### src/rtl/i2cAddrPkg.sv
package i2cAddrPkg;
  // Byte and address geometry of the bus
  localparam int BYTE_W   = 8;
  localparam int ADDR_W   = 10;
  localparam int SHORT_W  = BYTE_W - 1;            // 7-bit address width
  localparam int HI_W     = ADDR_W - BYTE_W;       // address bits carried in the 10-bit header
  localparam int PREFIX_W = BYTE_W - HI_W - 1;     // fixed header prefix width
  localparam logic [PREFIX_W-1:0] HDR_PREFIX = 5'b11110;
  localparam int GRP_W    = 4;                     // top bits of a 7-bit code that select reserved groups

  typedef enum logic {
    PH_IDLE = 1'b0,
    PH_LOW  = 1'b1
  } phase_e;

  // Compare results from the datapath decoder
  typedef struct packed {
    logic gcHit;      // general call, enabled
    logic hit7;       // 7-bit own-address hit after mask and strict filtering
    logic isPrefix;   // byte carries the 10-bit header prefix (10-bit mode)
    logic prefixHit;  // header prefix with matching top address bits
    logic lowHit;     // byte equals the low 8 address bits under mask
    logic rw;         // R/W bit of the byte
  } matchInfo_t;

  // Strobes from control to the output register stage
  typedef struct packed {
    logic decide;
    logic ack;
    logic setAddr;
    logic clrAll;
    logic setGc;
    logic rd;
  } ctlStrobe_t;
endpackage

### src/rtl/i2cAddrDecode.sv
module i2cAddrDecode
  import i2cAddrPkg::*;
(
  input  logic [BYTE_W-1:0] rxByte,
  input  logic [ADDR_W-1:0] ownAddr,
  input  logic [ADDR_W-1:0] addrMask,
  input  logic              tenBitMode,
  input  logic              strictEn,
  input  logic              gcEn,
  output matchInfo_t        info
);
  logic [SHORT_W-1:0] rx7;
  logic [SHORT_W-1:0] eq7;
  logic [BYTE_W-1:0]  eqLow;
  logic [HI_W-1:0]    eqHi;
  logic [GRP_W-1:0]   grp;
  logic               isGcCode;
  logic               reservedCode;

  assign rx7 = rxByte[BYTE_W-1:1];
  assign grp = rx7[SHORT_W-1 -: GRP_W];

  // Per-bit compare with don't-care
  for (genvar gi = 0; gi < SHORT_W; gi++) begin : g_eq7
    assign eq7[gi] = (rx7[gi] == ownAddr[gi]) | addrMask[gi];
  end
  for (genvar gi = 0; gi < BYTE_W; gi++) begin : g_eqLow
    assign eqLow[gi] = (rxByte[gi] == ownAddr[gi]) | addrMask[gi];
  end
  for (genvar gi = 0; gi < HI_W; gi++) begin : g_eqHi
    assign eqHi[gi] = (rxByte[gi+1] == ownAddr[BYTE_W+gi]) | addrMask[BYTE_W+gi];
  end

  // Reserved groups: 0000xxx and 1111xxx
  assign reservedCode = (grp == '0) || (grp == '1);
  assign isGcCode     = (rxByte == '0);

  always_comb begin
    info           = '0;
    info.rw        = rxByte[0];
    info.gcHit     = gcEn & isGcCode;
    info.hit7      = !tenBitMode && (&eq7) && !isGcCode && !(strictEn && reservedCode);
    info.isPrefix  = tenBitMode && (rxByte[BYTE_W-1 -: PREFIX_W] == HDR_PREFIX);
    info.prefixHit = info.isPrefix && (&eqHi);
    info.lowHit    = &eqLow;
  end
endmodule

### src/rtl/i2cAddrCtrl.sv
module i2cAddrCtrl
  import i2cAddrPkg::*;
(
  input  logic       clk,
  input  logic       rstN,
  input  logic       byteValid,
  input  logic       firstByte,
  input  logic       stopDet,
  input  matchInfo_t info,
  output ctlStrobe_t ctl
);
  phase_e phase, phaseNxt;
  logic   tenDone, tenDoneNxt;

  always_comb begin
    ctl        = '0;
    phaseNxt   = phase;
    tenDoneNxt = tenDone;
    if (stopDet) begin
      ctl.clrAll = 1'b1;
      phaseNxt   = PH_IDLE;
      tenDoneNxt = 1'b0;
    end else if (byteValid && firstByte) begin
      ctl.decide = 1'b1;
      phaseNxt   = PH_IDLE;
      if (info.gcHit) begin
        ctl.ack     = 1'b1;
        ctl.setAddr = 1'b1;
        ctl.setGc   = 1'b1;
        tenDoneNxt  = 1'b0;
      end else if (info.prefixHit && !info.rw) begin
        ctl.ack    = 1'b1;
        ctl.clrAll = 1'b1;
        phaseNxt   = PH_LOW;
        tenDoneNxt = 1'b0;
      end else if (info.prefixHit && info.rw && tenDone) begin
        ctl.ack     = 1'b1;
        ctl.setAddr = 1'b1;
        ctl.rd      = 1'b1;
      end else if (info.hit7) begin
        ctl.ack     = 1'b1;
        ctl.setAddr = 1'b1;
        ctl.rd      = info.rw;
        tenDoneNxt  = 1'b0;
      end else begin
        ctl.clrAll = 1'b1;
        tenDoneNxt = 1'b0;
      end
    end else if (byteValid && phase == PH_LOW) begin
      ctl.decide = 1'b1;
      phaseNxt   = PH_IDLE;
      if (info.lowHit) begin
        ctl.ack     = 1'b1;
        ctl.setAddr = 1'b1;
        tenDoneNxt  = 1'b1;
      end else begin
        ctl.clrAll = 1'b1;
        tenDoneNxt = 1'b0;
      end
    end
  end

  always_ff @(posedge clk or negedge rstN) begin
    if (!rstN) begin
      phase   <= PH_IDLE;
      tenDone <= 1'b0;
    end else begin
      phase   <= phaseNxt;
      tenDone <= tenDoneNxt;
    end
  end


  read_hdr_needs_write_chk: assert property (@(posedge clk) disable iff (!rstN)
    (ctl.setAddr && ctl.rd && info.isPrefix) |-> tenDone);


  low_wait_fresh_chk: assert property (@(posedge clk) disable iff (!rstN)
    (phase == PH_LOW) |-> !tenDone);
endmodule

### src/rtl/i2cAddrRegs.sv
module i2cAddrRegs
  import i2cAddrPkg::*;
(
  input  logic       clk,
  input  logic       rstN,
  input  ctlStrobe_t ctl,
  output logic       ackValid,
  output logic       ackOut,
  output logic       addressed,
  output logic       gcStat,
  output logic       readDir
);
  always_ff @(posedge clk or negedge rstN) begin
    if (!rstN) begin
      ackValid  <= 1'b0;
      ackOut    <= 1'b0;
      addressed <= 1'b0;
      gcStat    <= 1'b0;
      readDir   <= 1'b0;
    end else begin
      ackValid <= ctl.decide;
      ackOut   <= ctl.decide & ctl.ack;
      if (ctl.clrAll) begin
        addressed <= 1'b0;
        gcStat    <= 1'b0;
        readDir   <= 1'b0;
      end else if (ctl.setAddr) begin
        addressed <= 1'b1;
        gcStat    <= ctl.setGc;
        readDir   <= ctl.rd;
      end
    end
  end


  gc_implies_addr_chk: assert property (@(posedge clk) disable iff (!rstN)
    gcStat |-> addressed);


  ack_within_valid_chk: assert property (@(posedge clk) disable iff (!rstN)
    ackOut |-> ackValid);
endmodule

### src/rtl/i2cAddrMatch.sv
module i2cAddrMatch
  import i2cAddrPkg::*;
(
  input  logic              clk,
  input  logic              rstN,
  input  logic              byteValid,
  input  logic [BYTE_W-1:0] byteData,
  input  logic              firstByte,
  input  logic              stopDet,
  input  logic [ADDR_W-1:0] ownAddr,
  input  logic [ADDR_W-1:0] addrMask,
  input  logic              tenBitMode,
  input  logic              strictEn,
  input  logic              gcEn,
  output logic              ackValid,
  output logic              ackOut,
  output logic              addressed,
  output logic              readDir,
  output logic              gcStat
);
  matchInfo_t info;
  ctlStrobe_t ctl;

  i2cAddrDecode uDecode (
    .rxByte     (byteData),
    .ownAddr    (ownAddr),
    .addrMask   (addrMask),
    .tenBitMode (tenBitMode),
    .strictEn   (strictEn),
    .gcEn       (gcEn),
    .info       (info)
  );

  i2cAddrCtrl uCtrl (
    .clk       (clk),
    .rstN      (rstN),
    .byteValid (byteValid),
    .firstByte (firstByte),
    .stopDet   (stopDet),
    .info      (info),
    .ctl       (ctl)
  );

  i2cAddrRegs uRegs (
    .clk       (clk),
    .rstN      (rstN),
    .ctl       (ctl),
    .ackValid  (ackValid),
    .ackOut    (ackOut),
    .addressed (addressed),
    .gcStat    (gcStat),
    .readDir   (readDir)
  );


  decision_after_strobe_chk: assert property (@(posedge clk) disable iff (!rstN)
    ackValid |-> $past(byteValid));


  stop_clears_chk: assert property (@(posedge clk) disable iff (!rstN)
    $past(stopDet) |-> (!addressed && !gcStat && !ackValid));


  strict_reserved_chk: assert property (@(posedge clk) disable iff (!rstN)
    (ackValid && ackOut && $past(firstByte) && $past(strictEn) && !$past(tenBitMode)
      && ($past(byteData) != '0))
    |-> (($past(byteData[7:4]) != 4'h0) && ($past(byteData[7:4]) != 4'hF)));


  gc_disabled_chk: assert property (@(posedge clk) disable iff (!rstN)
    (ackValid && $past(firstByte) && ($past(byteData) == '0) && !$past(gcEn))
    |-> !ackOut);
endmodule

### config.mk
export PLATFORM = sky130hd
export DESIGN_NAME = i2cAddrMatch
export DESIGN_NICKNAME = d
export VERILOG_FILES = /design/src/rtl/i2cAddrPkg.sv /design/src/rtl/i2cAddrDecode.sv /design/src/rtl/i2cAddrCtrl.sv /design/src/rtl/i2cAddrRegs.sv /design/src/rtl/i2cAddrMatch.sv
export SDC_FILE = /design/constraint.sdc
export NUM_CORES = 1
export LEC_CHECK = 0
export BUFFER_PORTS_ARGS = -buffer_cell sky130_fd_sc_hd__buf_2
export CAP_MARGIN = 20
export CORE_MARGIN = 3
export CORE_UTILIZATION = 44
export CTS_CLUSTER_DIAMETER = 60
export CTS_CLUSTER_SIZE = 28
export DETAILED_ROUTE_END_ITERATION = 16
export PLACE_DENSITY_LB_ADDON = 0.08
export SETUP_SLACK_MARGIN = 0.05
export SYNTH_ARGS = -nofsm -noshare
export SYNTH_HDL_FRONTEND = slang
export SYNTH_SLANG_ARGS = --single-unit
### constraint.sdc
create_clock -name clk -period 1.7 [get_ports clk]
set_input_delay 0.34 -clock clk [delete_from_list [all_inputs] [get_ports clk]]
set_output_delay 0.34 -clock clk [all_outputs]
set_load 0.05 [all_outputs]
==> results list <==
- The max-slew violation count is 0.
- Counting every net in the synthesized netlist gives 110.
- Power density over the cells: 544 nW/um2
- In this run switching power makes up 31.5% of total power.
- Proportion of layout cells with a drive suffix above 1: 43.5%
* Flops & latches, synth: 7
* # Max-Cap Violations: 0
- Most used cell along the critical path: sky130_fd_sc_hd__a211oi_1
* F_max: 675 MHz
* Synthesis-to-finish area growth: 45.3%
* Placement-stage cell area: 902 um2
* Power Internal: 0.350 mW
- Yosys warning total: 0
* Static leakage power: 0.420 nW
- TritonCTS created 3 clock buffers.
* Placed wire-length estimate: 1530 um
- Share of power burned in registers: 33.6%
- Final critical-path required period: 1.48 ns
- Classification of the worst setup path: primary input to flip-flop
* Antenna violation net count after detailed routing: 0
- Clock Skews: 0.00129 ns
- Worst-path maximum fanout: 3
* Finished layout cell area: 938 um2
- The worst register-to-register path has a depth of 3.
- The number of placed instances, taps included, is 134.
* CP max stage cell: sky130_fd_sc_hd__or4_4
* Die Width: 44.3 um
- The congestion estimate from routability-driven global placement came to 0.926.
* Die Outline Area: 1960 um2
* Grt total ovfl: 0
- Post-route insts no fill: 139
* Drc violations: 0
- Summed over its instances, the top area cell type makes up 27.1% of the synthesized netlist area.
- The number of endpoints with negative hold slack in the final report was 0.
- Setup violations remaining at the end of the flow were counted as 0.
- Net count of the finished layout: 161
- The number of antenna violations at the first check in global routing was 0.
- Across all hold checks on the routed design, the worst slack comes to 0.331 ns.
- The first routing iteration left 34 violations.
- In the global route stage, overall resource usage came out at 20.3%.
- Setup repair bufs after CTS: 0
- Setup Total Neg Slack: 0 ns
* Vias: 763
* Pin count of the biggest net entering global routing: 8
* Routed Wire Length: 1840 um
- The run finished with clean final reports.
* Part of the total power dissipated in the clock network: 29.8%
- Synthesis produced 74 cells.
- Cell accounting for the most synthesized area: sky130_fd_sc_hd__dfrtp_1
- At the worst endpoint, the arrival time is 1.61 ns.
- Crit. End Element: flip-flop
- In this run the vertical extent of the chip is 44.3 um.
* H-tree depth: 1
- Resized Gates After CTS: 0
* Clock transition at the registers of the reported paths: 0.05 ns
- Worst slew slack as a fraction of its limit: 75.5%
* Number of input and output port buffers inserted: 40
- Max stage delay on crit path: 0.56 ns
* Wire length of the first global-routing pass: 3000 um
* Final core occ: 70.4%
- No sink is reached through more buffers than the 2 on the longest clock path.
- The cell area that synthesis handed to floorplanning was 646 um2.
- By area the synthesized netlist is led by sky130_fd_sc_hd__dfrtp_1, sky130_fd_sc_hd__xnor2_1, sky130_fd_sc_hd__o22ai_1.
- Measured slew at the worst slew-check pin: 0.363 ns
- The signal on the critical path passes through buf_2 -> or4_4 -> nor2_4 -> a211oi_1 -> a32oi_2 -> a211oi_1.
- Synthesis instantiated 27 different standard cells from the library.
- The clock drives 7 sinks.
- For this run, the detailed router's first-pass iteration total came to 5.
- Data on the critical path is required at its endpoint by 1.82 ns.
- Placement Rows: 13
- Prior to clock tree synthesis, the placed netlist has a worst setup slack of -0.0357 ns.
- Initial Util: 48.4%
- Min-Delay Path Class: primary input to flip-flop
- Boundary Pins: 41
* Mean area per synthesized cell: 8.72 um2
- The number of global-route vias before repair came to 739.
- The design draws 0.511 mW.
- Largest voltage drop on the vdd net: 0.333 mV
- Clock tree synthesis selected as its root buffer the cell sky130_fd_sc_hd__clkbuf_4.
- Using the TritonRoute via totals, the vias-per-cell ratio works out to 5.49.
* Setup repair after global routing missed its margin: no
* Post-detailed-route wirelength per cell: 13.2 um
- CTS tree: yes
- The number of antenna diodes in the final layout is 0.
* Depth of the worst hold-timing path: 2
- Of the available clock period, the critical path in the final layout requires 87.2%.
* Register area share after synthesis: 27.1%
* Standard cell core area: 1330 um2
- Summed over all nets, the switching power comes to 0.161 mW.
- Worst Setup Start Kind: primary input
* Combinational share of power: 36.7%
* Clock network latency to the later pin of the worst-skew pair: 0.25 ns
- Minimum setup slack in the final design: 0.218 ns
worst paths after layout:
check	slack [ns]	endpoint	startpoint
min in group asynchronous	0.45	uRegs.ackOut	rstN
max reg2reg	0.52	uRegs.addressed	uCtrl.phase
max	0.22	uRegs.ackOut	byteData[4]
min	0.33	uRegs.addressed	stopDet
min reg2reg	0.52	uRegs.readDir	uRegs.readDir
max in group asynchronous	1.10	uRegs.gcStat	rstN
cell type report:
cell class | instances | area, um2
Sequential cell | 7 | 175
Inverter | 1 | 3.75
Clock buffer | 4 | 26.3
Multi-Input combinational cell | 66 | 467
Tap cell | 15 | 18.8
Fill cell | 116 | 395
Timing Repair Buffer | 46 | 248
power groups by stage:
stage	clock, mW	combinational [mW]	sequential, mW
3_5_place_dp	0	0.184	0.174
4_1_cts	0.157	0.187	0.171
6_report	0.152	0.187	0.171
5_1_grt	0.162	0.205	0.172
3_3_place_gp	0	0.182	0.174
2_1_floorplan	0	0.0804	0.187
synthesized netlist by cell type:
library cell and count:
sky130_fd_sc_hd__a211oi_1 2, sky130_fd_sc_hd__xnor2_1 17, sky130_fd_sc_hd__o31ai_1 1, sky130_fd_sc_hd__nand3b_1 1
sky130_fd_sc_hd__o22ai_1 8, sky130_fd_sc_hd__a32oi_2 1, sky130_fd_sc_hd__a2111oi_2 1, sky130_fd_sc_hd__nor2_1 6
sky130_fd_sc_hd__dfrtp_1 7, sky130_fd_sc_hd__or3_1 1, sky130_fd_sc_hd__nand2_1 4, sky130_fd_sc_hd__nand3_1 2
sky130_fd_sc_hd__o31a_1 1, sky130_fd_sc_hd__nor3_1 1, sky130_fd_sc_hd__or4_4 2, sky130_fd_sc_hd__nor4_1 2
sky130_fd_sc_hd__a21oi_1 3, sky130_fd_sc_hd__nor2b_1 1, sky130_fd_sc_hd__nand2b_1 3, sky130_fd_sc_hd__a31oi_1 1
sky130_fd_sc_hd__nand4_1 2, sky130_fd_sc_hd__a21oi_2 1, sky130_fd_sc_hd__a21boi_0 1, sky130_fd_sc_hd__inv_1 1
sky130_fd_sc_hd__o21ai_0 2, sky130_fd_sc_hd__or4_1 1, sky130_fd_sc_hd__nor2_4 1
cell usage in the layout, fill, tap and decap left out, types with 2 or more instances in the layout:
master                     count
sky130_fd_sc_hd__clkbuf_4      3
sky130_fd_sc_hd__buf_2        40
sky130_fd_sc_hd__or4_4         2
sky130_fd_sc_hd__a211oi_1      2
sky130_fd_sc_hd__xnor2_1      17
sky130_fd_sc_hd__o22ai_1       8
sky130_fd_sc_hd__nand3_1       2
sky130_fd_sc_hd__o21ai_0       2
sky130_fd_sc_hd__nand2b_1      3
sky130_fd_sc_hd__nor4_1        2
sky130_fd_sc_hd__a21oi_1       3
sky130_fd_sc_hd__nand4_1       2
sky130_fd_sc_hd__nor2_1        6
sky130_fd_sc_hd__nand2_1       4
sky130_fd_sc_hd__dfrtp_1       7
sky130_fd_sc_hd__buf_4         5
routing by layer:
layer,global-route usage [%],up-vias,part of all wire [%],wire [um]
li1,-,383,-,-
met1,26.8,330,44,814
met2,32.6,46,44,815
met3,6.50,4,10,190
met4,3.61,0,1.0,19
met5,0,-,0,0
flip-flops by register name, indices dropped and copies added (netlist names):
register,cells
uRegs.gcStat,1
uRegs.ackValid,1
uRegs.ackOut,1
uCtrl.tenDone,1
uRegs.addressed,1
uRegs.readDir,1
uCtrl.phase,1
cells by family after synthesis:
| group | share of synthesized area (%) |
|---|---|
| XOR/XNOR | 23.1 |
| AND/OR/NAND/NOR | 24.4 |
| AO/OA/AOI/OAI | 24.8 |
| flip-flops | 27.1 |
| buffers and inverters | 0.581 |
worst max-delay path: cells and delay by family:
kind | cells | cell delay (ns)
compound gates | 3 | 0.43
buf+inv | 1 | 0.12
simple gates | 2 | 0.72
timing repair:
item	CTS	global route
setup endpoints to repair	0	0
endpoints found under the hold margin	7	0
hold buffers	1	0
Power figures use the tool's default switching activity.
